File: src/rtl/cc_alu_pkg.sv
package cc_alu_pkg;
    localparam int DATA_W    = 32;
    localparam int NUM_SIZES = $clog2(DATA_W / 8) + 1;
    localparam int IDX_W     = $clog2(NUM_SIZES);
    localparam int FLAG_W    = 5;

    localparam int FLG_X = 4;
    localparam int FLG_N = 3;
    localparam int FLG_Z = 2;
    localparam int FLG_V = 1;
    localparam int FLG_C = 0;

    typedef enum logic [3:0] {
        OP_ADD  = 4'd0,
        OP_ADDX = 4'd1,
        OP_SUB  = 4'd2,
        OP_SUBX = 4'd3,
        OP_AND  = 4'd4,
        OP_OR   = 4'd5,
        OP_XOR  = 4'd6,
        OP_NOT  = 4'd7,
        OP_CLR  = 4'd8,
        OP_EXTW = 4'd9,
        OP_EXTL = 4'd10,
        OP_ADDQ = 4'd11,
        OP_SUBQ = 4'd12
    } alu_op_e;

    typedef enum logic [1:0] {
        CLS_ARITH = 2'd0,
        CLS_LOGIC = 2'd1,
        CLS_PASS  = 2'd2
    } flag_cls_e;

    function automatic logic [DATA_W-1:0] width_mask(input logic [IDX_W-1:0] idx);
        logic [DATA_W-1:0] m;
        for (int i = 0; i < DATA_W; i++) begin
            m[i] = (i < (8 << idx));
        end
        return m;
    endfunction
endpackage

File: src/rtl/cc_alu_addsub.sv
module cc_alu_addsub
    import cc_alu_pkg::*;
#(
    parameter int W_DATA = DATA_W,
    parameter int N_SZ   = NUM_SIZES
) (
    input  logic                          sub_en,
    input  logic                          cin,
    input  logic [W_DATA-1:0]             src_op,
    input  logic [W_DATA-1:0]             dst_op,
    output logic [N_SZ-1:0][W_DATA-1:0]   res_all,
    output logic [N_SZ-1:0]               carry_all,
    output logic [N_SZ-1:0]               ovf_all
);
    for (genvar g = 0; g < N_SZ; g++) begin : g_width
        localparam int W = 8 << g;
        logic [W:0] ext_s;
        logic [W:0] ext_d;
        logic [W:0] ext_c;
        logic [W:0] sum;

        assign ext_s = {1'b0, src_op[W-1:0]};
        assign ext_d = {1'b0, dst_op[W-1:0]};
        assign ext_c = {{W{1'b0}}, cin};
        assign sum   = sub_en ? (ext_d - ext_s - ext_c) : (ext_d + ext_s + ext_c);

        if (W == W_DATA) begin : g_full
            assign res_all[g] = sum[W-1:0];
        end else begin : g_part
            assign res_all[g] = {{(W_DATA-W){1'b0}}, sum[W-1:0]};
        end

        assign carry_all[g] = sum[W];
        assign ovf_all[g]   = sub_en
            ? ((src_op[W-1] != dst_op[W-1]) && (sum[W-1] != dst_op[W-1]))
            : ((src_op[W-1] == dst_op[W-1]) && (sum[W-1] != dst_op[W-1]));
    end
endmodule

File: src/rtl/cc_alu_unit.sv
module cc_alu_unit
    import cc_alu_pkg::*;
#(
    parameter int W_DATA = DATA_W
) (
    input  alu_op_e            op,
    input  logic [W_DATA-1:0]  src_op,
    input  logic [W_DATA-1:0]  dst_op,
    output logic [W_DATA-1:0]  unit_res
);
    localparam int HALF = W_DATA / 2;

    always_comb begin
        unique case (op)
            OP_AND:  unit_res = dst_op & src_op;
            OP_OR:   unit_res = dst_op | src_op;
            OP_XOR:  unit_res = dst_op ^ src_op;
            OP_NOT:  unit_res = ~dst_op;
            OP_EXTW: unit_res = {{(W_DATA-16){1'b0}}, {8{dst_op[7]}}, dst_op[7:0]};
            OP_EXTL: unit_res = {{HALF{dst_op[HALF-1]}}, dst_op[HALF-1:0]};
            default: unit_res = '0;
        endcase
    end
endmodule

File: src/rtl/cc_alu_flags.sv
module cc_alu_flags
    import cc_alu_pkg::*;
#(
    parameter int W_DATA = DATA_W
) (
    input  flag_cls_e          cls,
    input  logic               to_addr,
    input  logic [IDX_W-1:0]   idx,
    input  logic [W_DATA-1:0]  raw_res,
    input  logic               carry,
    input  logic               ovf,
    input  logic [FLAG_W-1:0]  flags_cur,
    output logic [FLAG_W-1:0]  flags_new
);
    logic neg;
    logic zero;

    assign neg  = raw_res[(8 << idx) - 1];
    assign zero = ((raw_res & width_mask(idx)) == '0);

    always_comb begin
        flags_new = flags_cur;
        if (!to_addr) begin
            unique case (cls)
                CLS_ARITH: begin
                    flags_new[FLG_X] = carry;
                    flags_new[FLG_N] = neg;
                    flags_new[FLG_Z] = zero;
                    flags_new[FLG_V] = ovf;
                    flags_new[FLG_C] = carry;
                end
                CLS_LOGIC: begin
                    flags_new[FLG_N] = neg;
                    flags_new[FLG_Z] = zero;
                    flags_new[FLG_V] = 1'b0;
                    flags_new[FLG_C] = 1'b0;
                end
                default: flags_new = flags_cur;
            endcase
        end
    end
endmodule

File: src/rtl/cc_alu.sv
module cc_alu
    import cc_alu_pkg::*;
(
    input  logic                clk,
    input  logic                rst_n,
    input  logic [3:0]          op_in,
    input  logic [1:0]          size_in,
    input  logic [DATA_W-1:0]   src_in,
    input  logic [DATA_W-1:0]   dst_in,
    input  logic [FLAG_W-1:0]   flags_in,
    input  logic                dst_addr,
    output logic [DATA_W-1:0]   res_out,
    output logic [FLAG_W-1:0]   flags_out
);
    alu_op_e                       op_d;
    flag_cls_e                     cls_d;
    logic [IDX_W-1:0]              size_idx;
    logic [IDX_W-1:0]              idx_d;
    logic                          sub_d;
    logic                          cin_d;
    logic [DATA_W-1:0]             src_d;
    logic [NUM_SIZES-1:0][DATA_W-1:0] as_res;
    logic [NUM_SIZES-1:0]          as_carry;
    logic [NUM_SIZES-1:0]          as_ovf;
    logic [DATA_W-1:0]             unit_res;
    logic [DATA_W-1:0]             raw_d;
    logic [DATA_W-1:0]             mask_d;
    logic [DATA_W-1:0]             merged_d;
    logic [FLAG_W-1:0]             flags_d;
    logic                          armed;

    assign op_d = alu_op_e'(op_in);

    always_comb begin
        unique case (size_in)
            2'd0:    size_idx = IDX_W'(0);
            2'd1:    size_idx = IDX_W'(1);
            default: size_idx = IDX_W'(NUM_SIZES - 1);
        endcase
    end

    always_comb begin
        cls_d = CLS_PASS;
        idx_d = size_idx;
        sub_d = 1'b0;
        cin_d = 1'b0;
        src_d = src_in;
        unique case (op_d)
            OP_ADD:  cls_d = CLS_ARITH;
            OP_ADDX: begin cls_d = CLS_ARITH; cin_d = flags_in[FLG_X]; end
            OP_SUB:  begin cls_d = CLS_ARITH; sub_d = 1'b1; end
            OP_SUBX: begin cls_d = CLS_ARITH; sub_d = 1'b1; cin_d = flags_in[FLG_X]; end
            OP_ADDQ, OP_SUBQ: begin
                cls_d = CLS_ARITH;
                sub_d = (op_d == OP_SUBQ);
                src_d = (src_in[2:0] == 3'd0) ? DATA_W'(8) : DATA_W'(src_in[2:0]);
            end
            OP_AND, OP_OR, OP_XOR, OP_NOT, OP_CLR: cls_d = CLS_LOGIC;
            OP_EXTW: begin cls_d = CLS_LOGIC; idx_d = IDX_W'(1); end
            OP_EXTL: begin cls_d = CLS_LOGIC; idx_d = IDX_W'(NUM_SIZES - 1); end
            default: cls_d = CLS_PASS;
        endcase
    end

    cc_alu_addsub u_addsub (
        .sub_en    (sub_d),
        .cin       (cin_d),
        .src_op    (src_d),
        .dst_op    (dst_in),
        .res_all   (as_res),
        .carry_all (as_carry),
        .ovf_all   (as_ovf)
    );

    cc_alu_unit u_unit (
        .op       (op_d),
        .src_op   (src_in),
        .dst_op   (dst_in),
        .unit_res (unit_res)
    );

    always_comb begin
        unique case (cls_d)
            CLS_ARITH: raw_d = as_res[idx_d];
            CLS_LOGIC: raw_d = unit_res;
            default:   raw_d = dst_in;
        endcase
        mask_d   = (cls_d == CLS_PASS) ? '0 : width_mask(idx_d);
        merged_d = (dst_in & ~mask_d) | (raw_d & mask_d);
    end

    cc_alu_flags u_flags (
        .cls       (cls_d),
        .to_addr   (dst_addr),
        .idx       (idx_d),
        .raw_res   (raw_d),
        .carry     (as_carry[idx_d]),
        .ovf       (as_ovf[idx_d]),
        .flags_cur (flags_in),
        .flags_new (flags_d)
    );

    always_ff @(posedge clk or negedge rst_n) begin
        if (!rst_n) begin
            res_out   <= '0;
            flags_out <= '0;
            armed     <= 1'b0;
        end else begin
            res_out   <= merged_d;
            flags_out <= flags_d;
            armed     <= 1'b1;
        end
    end

    AST_ARITH_X_EQ_C: assert property (@(posedge clk) disable iff (!rst_n)
        armed && $past(cls_d == CLS_ARITH) && !$past(dst_addr) |-> flags_out[FLG_X] == flags_out[FLG_C]);

    AST_LOGIC_VC_ZERO: assert property (@(posedge clk) disable iff (!rst_n)
        armed && $past(cls_d == CLS_LOGIC) && !$past(dst_addr)
        |-> flags_out[FLG_V:FLG_C] == 2'b00 && flags_out[FLG_X] == $past(flags_in[FLG_X]));

    AST_CLR_FLAGS: assert property (@(posedge clk) disable iff (!rst_n)
        armed && $past(op_in == 4'd8) && !$past(dst_addr) |-> flags_out[FLG_N:FLG_C] == 4'b0100);

    AST_UPPER_KEEP: assert property (@(posedge clk) disable iff (!rst_n)
        armed && $past(size_in == 2'd0) && $past(op_in < 4'd9 || op_in > 4'd10)
        |-> res_out[DATA_W-1:8] == $past(dst_in[DATA_W-1:8]));

    AST_ADDR_FLAGS_HOLD: assert property (@(posedge clk) disable iff (!rst_n)
        armed && $past(dst_addr) |-> flags_out == $past(flags_in));

    AST_UNDEF_PASS: assert property (@(posedge clk) disable iff (!rst_n)
        armed && $past(op_in > 4'd12) |-> res_out == $past(dst_in) && flags_out == $past(flags_in));
endmodule

File: config.mk
export PLATFORM = sky130hd
export DESIGN_NAME = cc_alu
export DESIGN_NICKNAME = d
export VERILOG_FILES = /design/src/rtl/cc_alu_pkg.sv /design/src/rtl/cc_alu_addsub.sv /design/src/rtl/cc_alu_unit.sv /design/src/rtl/cc_alu_flags.sv /design/src/rtl/cc_alu.sv
export SDC_FILE = /design/constraint.sdc
export NUM_CORES = 1
export LEC_CHECK = 0
export BUFFER_PORTS_ARGS = -buffer_cell sky130_fd_sc_hd__buf_2
export CORE_MARGIN = 1
export CORE_UTILIZATION = 55
export CTS_CLUSTER_SIZE = 25
export DETAILED_ROUTE_END_ITERATION = 10
export PLACE_DENSITY = 0.86
export RECOVER_POWER = 100
export SLEW_MARGIN = 20
export SYNTH_ARGS = -nofsm -noshare
export SYNTH_HDL_FRONTEND = slang
export SYNTH_SLANG_ARGS = --single-unit
export TNS_END_PERCENT = 1
File: constraint.sdc
create_clock -name clk -period 0.8 [get_ports clk]
set_input_delay 0.08 -clock clk [delete_from_list [all_inputs] [get_ports clk]]
set_output_delay 0.08 -clock clk [all_outputs]
set_load 0.03 [all_outputs]
==> impl_metrics.csv, run 1 <==
group,metric,value,unit
outcome,stop_error,"[ERROR DPL-0033] detailed placement checks failed during check placement.",
clock_tree,postCtsHoldBufs,3,
clock_tree,clock_tree_root_driver_cell,"sky130_fd_sc_hd__clkbuf_16",
logic_synthesis,ys_types,96,
clock_tree,h-tree-depth,2,
placed_design,io_buffers,114,
logic_synthesis,synthArstFlopShare,100.0,%
placed_design,gpl.final_weighted_congestion,1.200,
clock_tree,clockBufferDepth,2,
outcome,outcome.stop_stage,"clock tree synthesis",
logic_synthesis,post_synth_main_area_contributors,"sky130_fd_sc_hd__ha_1 (21%), sky130_fd_sc_hd__dfrtp_1 (10%), sky130_fd_sc_hd__a21oi_1 (7.5%)",
clock_tree,numClockSinks,37,
logic_synthesis,synth_edf_count,0,
floorplan,row_count,46,
floorplan,initial_utilization,56.87,%
logic_synthesis,syn_nets,1510,
outcome,outcome,"stopped before the end",
floorplan,num_io_pins,115,
clock_tree,post_cts_buffers,25,
floorplan,die_x,130.6,um
logic_synthesis,yosys_register_bits,37,
placed_design,hpwlAfterDp,42640,um
logic_synthesis,top_cell_type_by_total_area_after_synthesis,"sky130_fd_sc_hd__ha_1",
clock_tree,ctsResizeCount,280,
logic_synthesis,syn-instance-count,1272,
logic_synthesis,synth_top_cell_area_share,21.45,%
clock_tree,cts_inserted_buffers,5,
logic_synthesis,synth-warning-count,0,
logic_synthesis,post_synth_instance_area,0.009099,mm2
logic_synthesis,syn_avg_cell_area,7.153,um2
floorplan,die_height,130.6,um
logic_synthesis,ys_dominant_reg_cell,"sky130_fd_sc_hd__dfrtp_1",
logic_synthesis,yosysSeqAreaShare,10.18,%
==> synth_stat cells (17+ instances only) <==
cell                       count
sky130_fd_sc_hd__dfrtp_1      37
sky130_fd_sc_hd__a211oi_1     21
sky130_fd_sc_hd__nor2_1      107
sky130_fd_sc_hd__xnor2_1      42
sky130_fd_sc_hd__nor3_1       19
sky130_fd_sc_hd__inv_1       139
sky130_fd_sc_hd__a31oi_1      17
sky130_fd_sc_hd__ha_1        156
sky130_fd_sc_hd__nand3_1      17
sky130_fd_sc_hd__clkbuf_1     42
sky130_fd_sc_hd__a21oi_1     137
sky130_fd_sc_hd__o21ai_0      90
sky130_fd_sc_hd__nand2_1     104
==> kinds of logic after synthesis <==
family,count (synthesis),synth area share (%)
xor+xnor,52,5.005
simple gates,346,18.34
compound gates,458,33.25
buf+inv,205,9.035
flops,37,10.18
fa+ha+maj,160,22.33
mux,14,1.856
==> stage by stage <==
stage               instances  TNS (ns)  setup WS [ns]  area (um2)
floorplan                1272    -93.13         -3.660        9392
global placement         2063   -102.35         -3.825       13780
detailed placement       2063   -112.82         -4.336       13780
==> inputs of run 2 (changes only) <==
Settings changed: CORE_UTILIZATION 55 to 40, CTS_CLUSTER_SIZE 25 to default, PLACE_DENSITY 0.86 to default, PLACE_DENSITY_LB_ADDON from default to 0.15.
==> run 2 against run 1 <==
  * The flow now finishes, with violations (negative setup slack)
  * Synthesized cell count stayed put
  * Synthesized area stayed put
==> impl_metrics.csv, run 2 <==
group,metric,value,unit
placed_design,postPlaceCellArea,0.01404,mm2
finish,drive_above_1_share,45.10,%
finish,layout-area-overhead-vs-synth,69.33,%
finish,largestRegisters,"res_out (32), flags_out (5)",
critical_path,critical_path.endpoint_type,"flop",
finish,finalNetCount,2135,
critical_path,timing.critical_path.slowest_cell_delay,0.50,ns
global_routing,grt_pass1_vias,12290,
critical_path,worst_ep_arrival_time,4.52,ns
global_routing,number_of_antenna_violations_at_the_first_check_in_global_routing,1,
critical_path,timing.critical_path.cells,"buf_8 > nor2_4 > nand2_2 > o21ai_4 > nand2_2 > o41ai_4 > ha_1 > inv_2 > ha_4 > o211ai_1 > a31oi_2 > buf_4 > a31oi_4 > o41ai_4 > a211oi_2 > xnor2_1 > a211o_2 > buf_4 > o41ai_2 > o2111ai_1 > or4b_1 > a221oi_2",
critical_path,timing.critical_path.max_delay_family,"compound AO/OA/AOI/OAI gates",
critical_path,path_class,"input port to flop",
drt,detail-route-antenna-nets,0,
logic_synthesis,post-synth-top-count-cell,"sky130_fd_sc_hd__ha_1",
logic_synthesis,syn-instance-count,1272,
sta,min_period,4.314,ns
placed_design,io_buffers,114,
global_routing,global_route_total_overflow,0,
global_routing,grt_pass1_wl,70660,um
clock_tree,h-tree-depth,2,
min_path,hold_class,"input port to flop",
run,cap_viol_max_count,0,
clock_tree,tritoncts_clock_tree,"built",
sta,timing_max_transition_violations_final,0,
placed_design,hpwlAfterDp,37700,um
sta,layout_worst_path_cycle_share,539.2,%
logic_synthesis,top_cell_type_by_total_area_after_synthesis,"sky130_fd_sc_hd__ha_1",
finish,largest_register_ffs,32,
critical_path,crit_buf_inv,4,
finish,largest_register,"res_out",
logic_synthesis,post_synth_main_area_contributors,"sky130_fd_sc_hd__ha_1 (21%), sky130_fd_sc_hd__dfrtp_1 (10%), sky130_fd_sc_hd__a21oi_1 (7.5%)",
finish,design_area,0.01541,mm2
floorplan,die_x,152.8,um
logic_synthesis,synth.top_cells.by_count,"sky130_fd_sc_hd__ha_1 (156), sky130_fd_sc_hd__inv_1 (139), sky130_fd_sc_hd__a21oi_1 (137), sky130_fd_sc_hd__nor2_1 (107), sky130_fd_sc_hd__nand2_1 (104)",
critical_path,cp.depth,22,
critical_path,critical_path.max_fanout,5,
logic_synthesis,ys_dominant_reg_cell,"sky130_fd_sc_hd__dfrtp_1",
floorplan,die_height,152.8,um
placed_design,gpl.final_weighted_congestion,1.071,
floorplan,die-area,0.02335,mm2
logic_synthesis,yosysSeqAreaShare,10.18,%
clock_tree,clock_tree_root_driver_cell,"sky130_fd_sc_hd__clkbuf_16",
power,max_rail_drop_vdd,0.0009028,V
clock_tree,clockBufferDepth,2,
critical_path,required,1.01,ns
sta,tightestPinTransition,1.056,ns
finish,fin_util,69.74,%
logic_synthesis,syn_avg_cell_area,7.153,um2
sta,fmax,0.2318,GHz
power,report.power.total,20.19,mW
logic_synthesis,synthArstFlopShare,100.0,%
clock_tree,cts_inserted_buffers,5,
clock_tree,cts.clk_slew.worst_paths,0.06,ns
floorplan,row_count,54,
drt,vias_per_cell,5.716,
global_routing,global_route.usage.total,39.51,%
sta,timing_hold_violations_final,0,
drt,totalWireLength,46350,um
sta,worst_max_slew_margin_expressed_relative_to_the_limit,28.97,%
logic_synthesis,post_synth_instance_area,0.009099,mm2
sta,grt_setup_unrepaired,"yes",
outcome,outcome,"finished with violations",
sta,hold_ws,0.1001,ns
drt,first_iter_violations,1144,
min_path,min_path_cells,3,
drt,first_pass_iters,8,
power,total_leakage_power,7.558,nW
finish,final_cell_mix,"sky130_fd_sc_hd__buf_4 (552), sky130_fd_sc_hd__ha_1 (136), sky130_fd_sc_hd__inv_1 (132)",
clock_tree,numClockSinks,37,
logic_synthesis,yosys_register_bits,37,
global_routing,pin_count_of_the_biggest_net_entering_global_routing,59,
critical_path,worst_setup_path_start_kind,"input port",
floorplan,num_io_pins,115,
logic_synthesis,ys_types,96,
outcome,failed_checks,"negative setup slack",
logic_synthesis,synth-warning-count,0,
finish,antennaDiodeCount,0,
sta,final_setup_viols,74,
power,power_density,1310,mW/mm2
critical_path,critPathSlowestCell,"sky130_fd_sc_hd__or4b_1",
sta,fin_ws,-3.514,ns
floorplan,initial_utilization,41.18,%
drt,post_drt_wl_per_cell,21.28,um
logic_synthesis,syn_nets,1510,
drt,route.detailed.drc,0,
logic_synthesis,synth_edf_count,0,
floorplan,core-area,0.02209,mm2
finish,layout_commonest_cell,"sky130_fd_sc_hd__buf_4",
logic_synthesis,synth_top_cell_area_share,21.45,%
drt,route.vias.total,12450,
## run 2: cell counts after synthesis
Identical to the previous run, type by type.
## run 2: metal layers
metal / up-vias / GRT usage, % / wire length (um) / part of all wire (%)
li1: 5890 / - / - / -
met1: 5896 / 55.90 / 20700 / 45
met5: - / 0 / 13 / 0.028
met2: 568 / 61.29 / 19970 / 43
met4: 2 / 11.83 / 1435 / 3.1
met3: 93 / 6.266 / 4232 / 9.1
## run 2: tightest hold or removal path, stage by stage
cell and delay [ns]:
sky130_fd_sc_hd__buf_2 0.13, sky130_fd_sc_hd__nor2_1 0.10, sky130_fd_sc_hd__a21oi_1 0.05
## run 2: worst paths after layout
check | start | endpoint | slack (ns)
max in group asynchronous | rst_n | res_out[16] | 0.17
min | dst_in[10] | res_out[10] | 0.10
min in group asynchronous | rst_n | res_out[1] | 0.32
max | op_in[0] | flags_out[2] | -3.51
## run 2: area by class of cell
class	count	area, um2
Tap cell	280	350.3
Sequential cell	37	925.9
Timing Repair Buffer	680	5166
Inverter	143	539.3
Multi-Input combinational cell	1030	8268
Fill cell	1888	6686
Clock inverter	1	5.005
Clock buffer	7	152.6
## run 2: logic make-up (layout without fill, tap and decap cells)
group	Yosys count	count (layout)	share of synthesized area [%]
AO/OA/AOI/OAI	458	458	33.25
AND/OR/NAND/NOR	346	346	18.34
buffers and inverters	205	831	9.035
adder cells (fa/ha/maj)	160	160	22.33
XOR/XNOR	52	52	5.005
flip-flops	37	37	10.18
multiplexers	14	14	1.856
## run 2: metrics by stage
stage / TNS, ns / std cells / setup WS [ns]
finish: -91.38 / 2178 / -3.514
floorplan: -93.13 / 1272 / -3.660
global route: -96.89 / 2178 / -3.696
detailed placement: -109.12 / 2148 / -4.324
CTS: -89.96 / 2170 / -3.392
global placement: -107.62 / 2148 / -4.326
## run 2: power breakdown
part	total [mW]	internal, mW	leakage (nW)	switching (mW)
clock	2.28	1.33	0.0799	0.956
sequential	2.28	2.14	0.442	0.142
combinational	15.6	7.50	7.04	8.13
total	20.2	11.0	7.56	9.23
## run 2: timing repair
item                       4_1_cts  5_1_grt
hold endpoints to repair        40        0
gates resized for setup        167       67
pin swaps                       30       35
setup endpoints to repair       74       74
hold buffers                     4        0
setup buffers                    9        8
cloned                           1        0
(Power assumes the default switching activity.)
==> inputs of run 3 (changes only) <==
Settings changed: ABC_AREA from default to 1.
==> run 3 against run 2 <==
  * The flow still finishes with violations (negative setup slack)
  * Sequential share of layout area down 0.46 points
  * Worst hold slack worse by 0.077 ns
  * Clock-buffer cell count unchanged
  * Largest power group unchanged
  * Critical path type unchanged
  * Setup slack improved by 1.1 ns
  * Via count up 17%
  * Combinational power up 4%
  * First-iteration DRC count rose by 22%
==> impl_metrics.csv, run 3 <==
group,metric,value,unit
clock_tree,tritoncts_clock_tree,"built",
sta,fin_ws,-2.379,ns
power,max_rail_drop_vdd,0.001646,V
critical_path,critical_path.endpoint_type,"flop",
placed_design,io_buffers,114,
drt,detail-route-antenna-nets,0,
logic_synthesis,synthArstFlopShare,100.0,%
critical_path,critical_path.max_fanout,5,
placed_design,postPlaceCellArea,0.01463,mm2
logic_synthesis,synth_edf_count,0,
global_routing,grt_pass1_vias,13690,
floorplan,row_count,57,
drt,first_iter_violations,1390,
drt,totalWireLength,51850,um
finish,finalNetCount,2666,
critical_path,worst_setup_path_start_kind,"input port",
logic_synthesis,synth-adder-area-share,20.29,%
placed_design,hpwlAfterDp,42360,um
logic_synthesis,muxShareOfSynthArea,0,%
clock_tree,clockBufferDepth,2,
logic_synthesis,yosysSeqAreaShare,9.247,%
critical_path,required,1.03,ns
sta,final_setup_viols,74,
finish,drive_above_1_share,38.47,%
critical_path,path_class,"input port to flop",
floorplan,die_height,160.2,um
floorplan,die_x,160.2,um
min_path,hold_class,"input port to flop",
run,cap_viol_max_count,0,
logic_synthesis,synth-warning-count,0,
sta,layout_worst_path_cycle_share,397.4,%
logic_synthesis,top_cell_type_by_total_area_after_synthesis,"sky130_fd_sc_hd__nand2_1",
finish,layout_commonest_cell,"sky130_fd_sc_hd__nand2_1",
logic_synthesis,ys_types,48,
critical_path,worst_ep_arrival_time,3.41,ns
drt,vias_per_cell,5.276,
drt,route.detailed.drc,0,
floorplan,num_io_pins,115,
finish,layout-area-overhead-vs-synth,66.60,%
logic_synthesis,synth_top_cell_area_share,21.78,%
sta,worst_max_slew_margin_expressed_relative_to_the_limit,48.71,%
sta,grt_setup_unrepaired,"yes",
logic_synthesis,main_combinational_cell_family_by_area_after_synthesis,"simple AND/OR/NAND/NOR gates",
logic_synthesis,syn_nets,2064,
power,report.power.total,20.51,mW
floorplan,die-area,0.02567,mm2
logic_synthesis,yosys_register_bits,37,
logic_synthesis,synth.top_cells.by_count,"sky130_fd_sc_hd__nand2_1 (581), sky130_fd_sc_hd__inv_1 (371), sky130_fd_sc_hd__nor2_1 (172), sky130_fd_sc_hd__nand3_1 (163), sky130_fd_sc_hd__ha_1 (156)",
global_routing,global_route_total_overflow,0,
outcome,outcome,"finished with violations",
global_routing,number_of_antenna_violations_at_the_first_check_in_global_routing,0,
logic_synthesis,synth_xor_area_share,0.4373,%
logic_synthesis,syn-instance-count,1826,
finish,antennaDiodeCount,0,
finish,largestRegisters,"res_out (32), flags_out (5)",
sta,min_period,3.179,ns
logic_synthesis,simple_gate_share_of_the_synthesized_area,41.16,%
drt,first_pass_iters,6,
sta,fmax,0.3146,GHz
global_routing,pin_count_of_the_biggest_net_entering_global_routing,38,
finish,largest_register,"res_out",
sta,tightestPinTransition,0.7500,ns
logic_synthesis,syn_avg_cell_area,5.484,um2
logic_synthesis,post-synth-top-count-cell,"sky130_fd_sc_hd__nand2_1",
logic_synthesis,synth_compound_gate_area_share,13.03,%
power,total_leakage_power,9.330,nW
outcome,failed_checks,"negative setup slack",
finish,design_area,0.01668,mm2
global_routing,global_route.usage.total,38.72,%
floorplan,core-area,0.02446,mm2
drt,post_drt_wl_per_cell,18.84,um
floorplan,initial_utilization,40.93,%
finish,num-fill-cells,2272,
sta,setup_tns_final,-80.63,ns
placed_design,gpl.final_weighted_congestion,1.032,
logic_synthesis,post_synth_instance_area,0.01001,mm2
logic_synthesis,ys_dominant_reg_cell,"sky130_fd_sc_hd__dfrtp_1",
clock_tree,cts_inserted_buffers,5,
clock_tree,cts.clk_slew.worst_paths,0.06,ns
sta,timing_max_transition_violations_final,0,
sta,hold_ws,0.02297,ns
clock_tree,numClockSinks,37,
logic_synthesis,post_synth_main_area_contributors,"sky130_fd_sc_hd__nand2_1 (22%), sky130_fd_sc_hd__ha_1 (19%), sky130_fd_sc_hd__inv_1 (14%)",
clock_tree,h-tree-depth,2,
placed_design,dp_worst_setup_slack,-3.017,ns
finish,final_cell_mix,"sky130_fd_sc_hd__nand2_1 (504), sky130_fd_sc_hd__buf_4 (491), sky130_fd_sc_hd__inv_1 (334)",
global_routing,grt_pass1_wl,76050,um
sta,timing_hold_violations_final,0,
clock_tree,clock_tree_root_driver_cell,"sky130_fd_sc_hd__clkbuf_16",
finish,largest_register_ffs,32,
power,power_density,1230,mW/mm2
drt,route.vias.total,14520,
-- run 3: cell types whose count changed in the layout (fill, tap and decap cells not counted), moves of 59 or more --
cell,before,now
sky130_fd_sc_hd__nand2_1,99,504
sky130_fd_sc_hd__nand3_1,12,110
sky130_fd_sc_hd__a21oi_1,111,52
sky130_fd_sc_hd__buf_4,552,491
sky130_fd_sc_hd__nand2_2,4,63
sky130_fd_sc_hd__inv_1,132,334
-- run 3: through the flow --
step           cells  util [%]
6_report        2752     68.20
5_1_grt         2752     68.20
4_1_cts         2734     64.04
3_5_place_dp    2717     59.82
3_3_place_gp    2717     59.82
2_1_floorplan   1826         -
-- run 3: critical path, stage by stage --
cell	delay, ns
sky130_fd_sc_hd__buf_4	0.14
sky130_fd_sc_hd__nor2_4	0.12
sky130_fd_sc_hd__nand3_2	0.11
sky130_fd_sc_hd__o21ai_4	0.09
sky130_fd_sc_hd__buf_12	0.16
sky130_fd_sc_hd__buf_12	0.12
sky130_fd_sc_hd__nor2_1	0.06
sky130_fd_sc_hd__ha_1	0.35
sky130_fd_sc_hd__inv_2	0.10
sky130_fd_sc_hd__ha_4	0.29
sky130_fd_sc_hd__nand2_1	0.08
sky130_fd_sc_hd__inv_1	0.10
sky130_fd_sc_hd__nand2_1	0.13
sky130_fd_sc_hd__nor3_1	0.17
sky130_fd_sc_hd__nand2_1	0.13
sky130_fd_sc_hd__nand2_2	0.13
sky130_fd_sc_hd__nand2_1	0.08
sky130_fd_sc_hd__nand3_1	0.07
sky130_fd_sc_hd__nand3_1	0.11
sky130_fd_sc_hd__nand3_2	0.13
sky130_fd_sc_hd__nand2_2	0.08
sky130_fd_sc_hd__nand2_1	0.09
sky130_fd_sc_hd__nand2_1	0.08
sky130_fd_sc_hd__nor3_2	0.16
sky130_fd_sc_hd__nand2_1	0.07
sky130_fd_sc_hd__nand2_1	0.06
sky130_fd_sc_hd__nand2_1	0.05
sky130_fd_sc_hd__nand2_1	0.05
-- run 3: worst paths after layout --
check	startpoint	end	cells past startpoint
worst max-delay path	op_in[0]	flags_out[2]	28
worst min-delay path	flags_in[3]	flags_out[3]	2
max in group asynchronous	rst_n	res_out[0]	3
min in group asynchronous	rst_n	res_out[30]	3
-- run 3: per-layer routing --
metal  vias to the layer above  global-route usage (%)  part of all wire (%)
met3                        95                   5.481                   9.9
met1                      6713                   55.71                    45
met2                       771                   59.19                    42
met4                         0                   11.69                   2.7
li1                       6941                       -                     -
met5                         -                       0                     0
-- run 3: layout make-up --
cell class / instances / area (um2) / share of cell area, %
clock buffers: 7 / 142.6 / 0.8550
inverters: 376 / 1419 / 8.505
multi-input cells: 1378 / 8899 / 53.34
flip-flops and latches: 37 / 925.9 / 5.550
well taps: 324 / 405.4 / 2.430
repair buffers: 630 / 4891 / 29.32
-- run 3: cell families after synthesis --
| family | count (synthesis) |
|---|---|
| compound gates | 224 |
| xor+xnor | 5 |
| fa+ha+maj | 160 |
| buf+inv | 411 |
| flops | 37 |
| simple gates | 989 |
-- run 3: report_power, final --
part           switching (mW)  internal, mW
registers               0.148          2.14
clock network           0.775          1.22
logic                    9.19          7.04
-- run 3: what timing repair did --
item,in CTS,in global routing
setup buffers,7,18
hold buffers,2,0
gates cloned,1,2
gates resized for setup,213,229
endpoints found under the setup margin,74,74
hold endpoints to repair,38,0
pin swaps,26,103
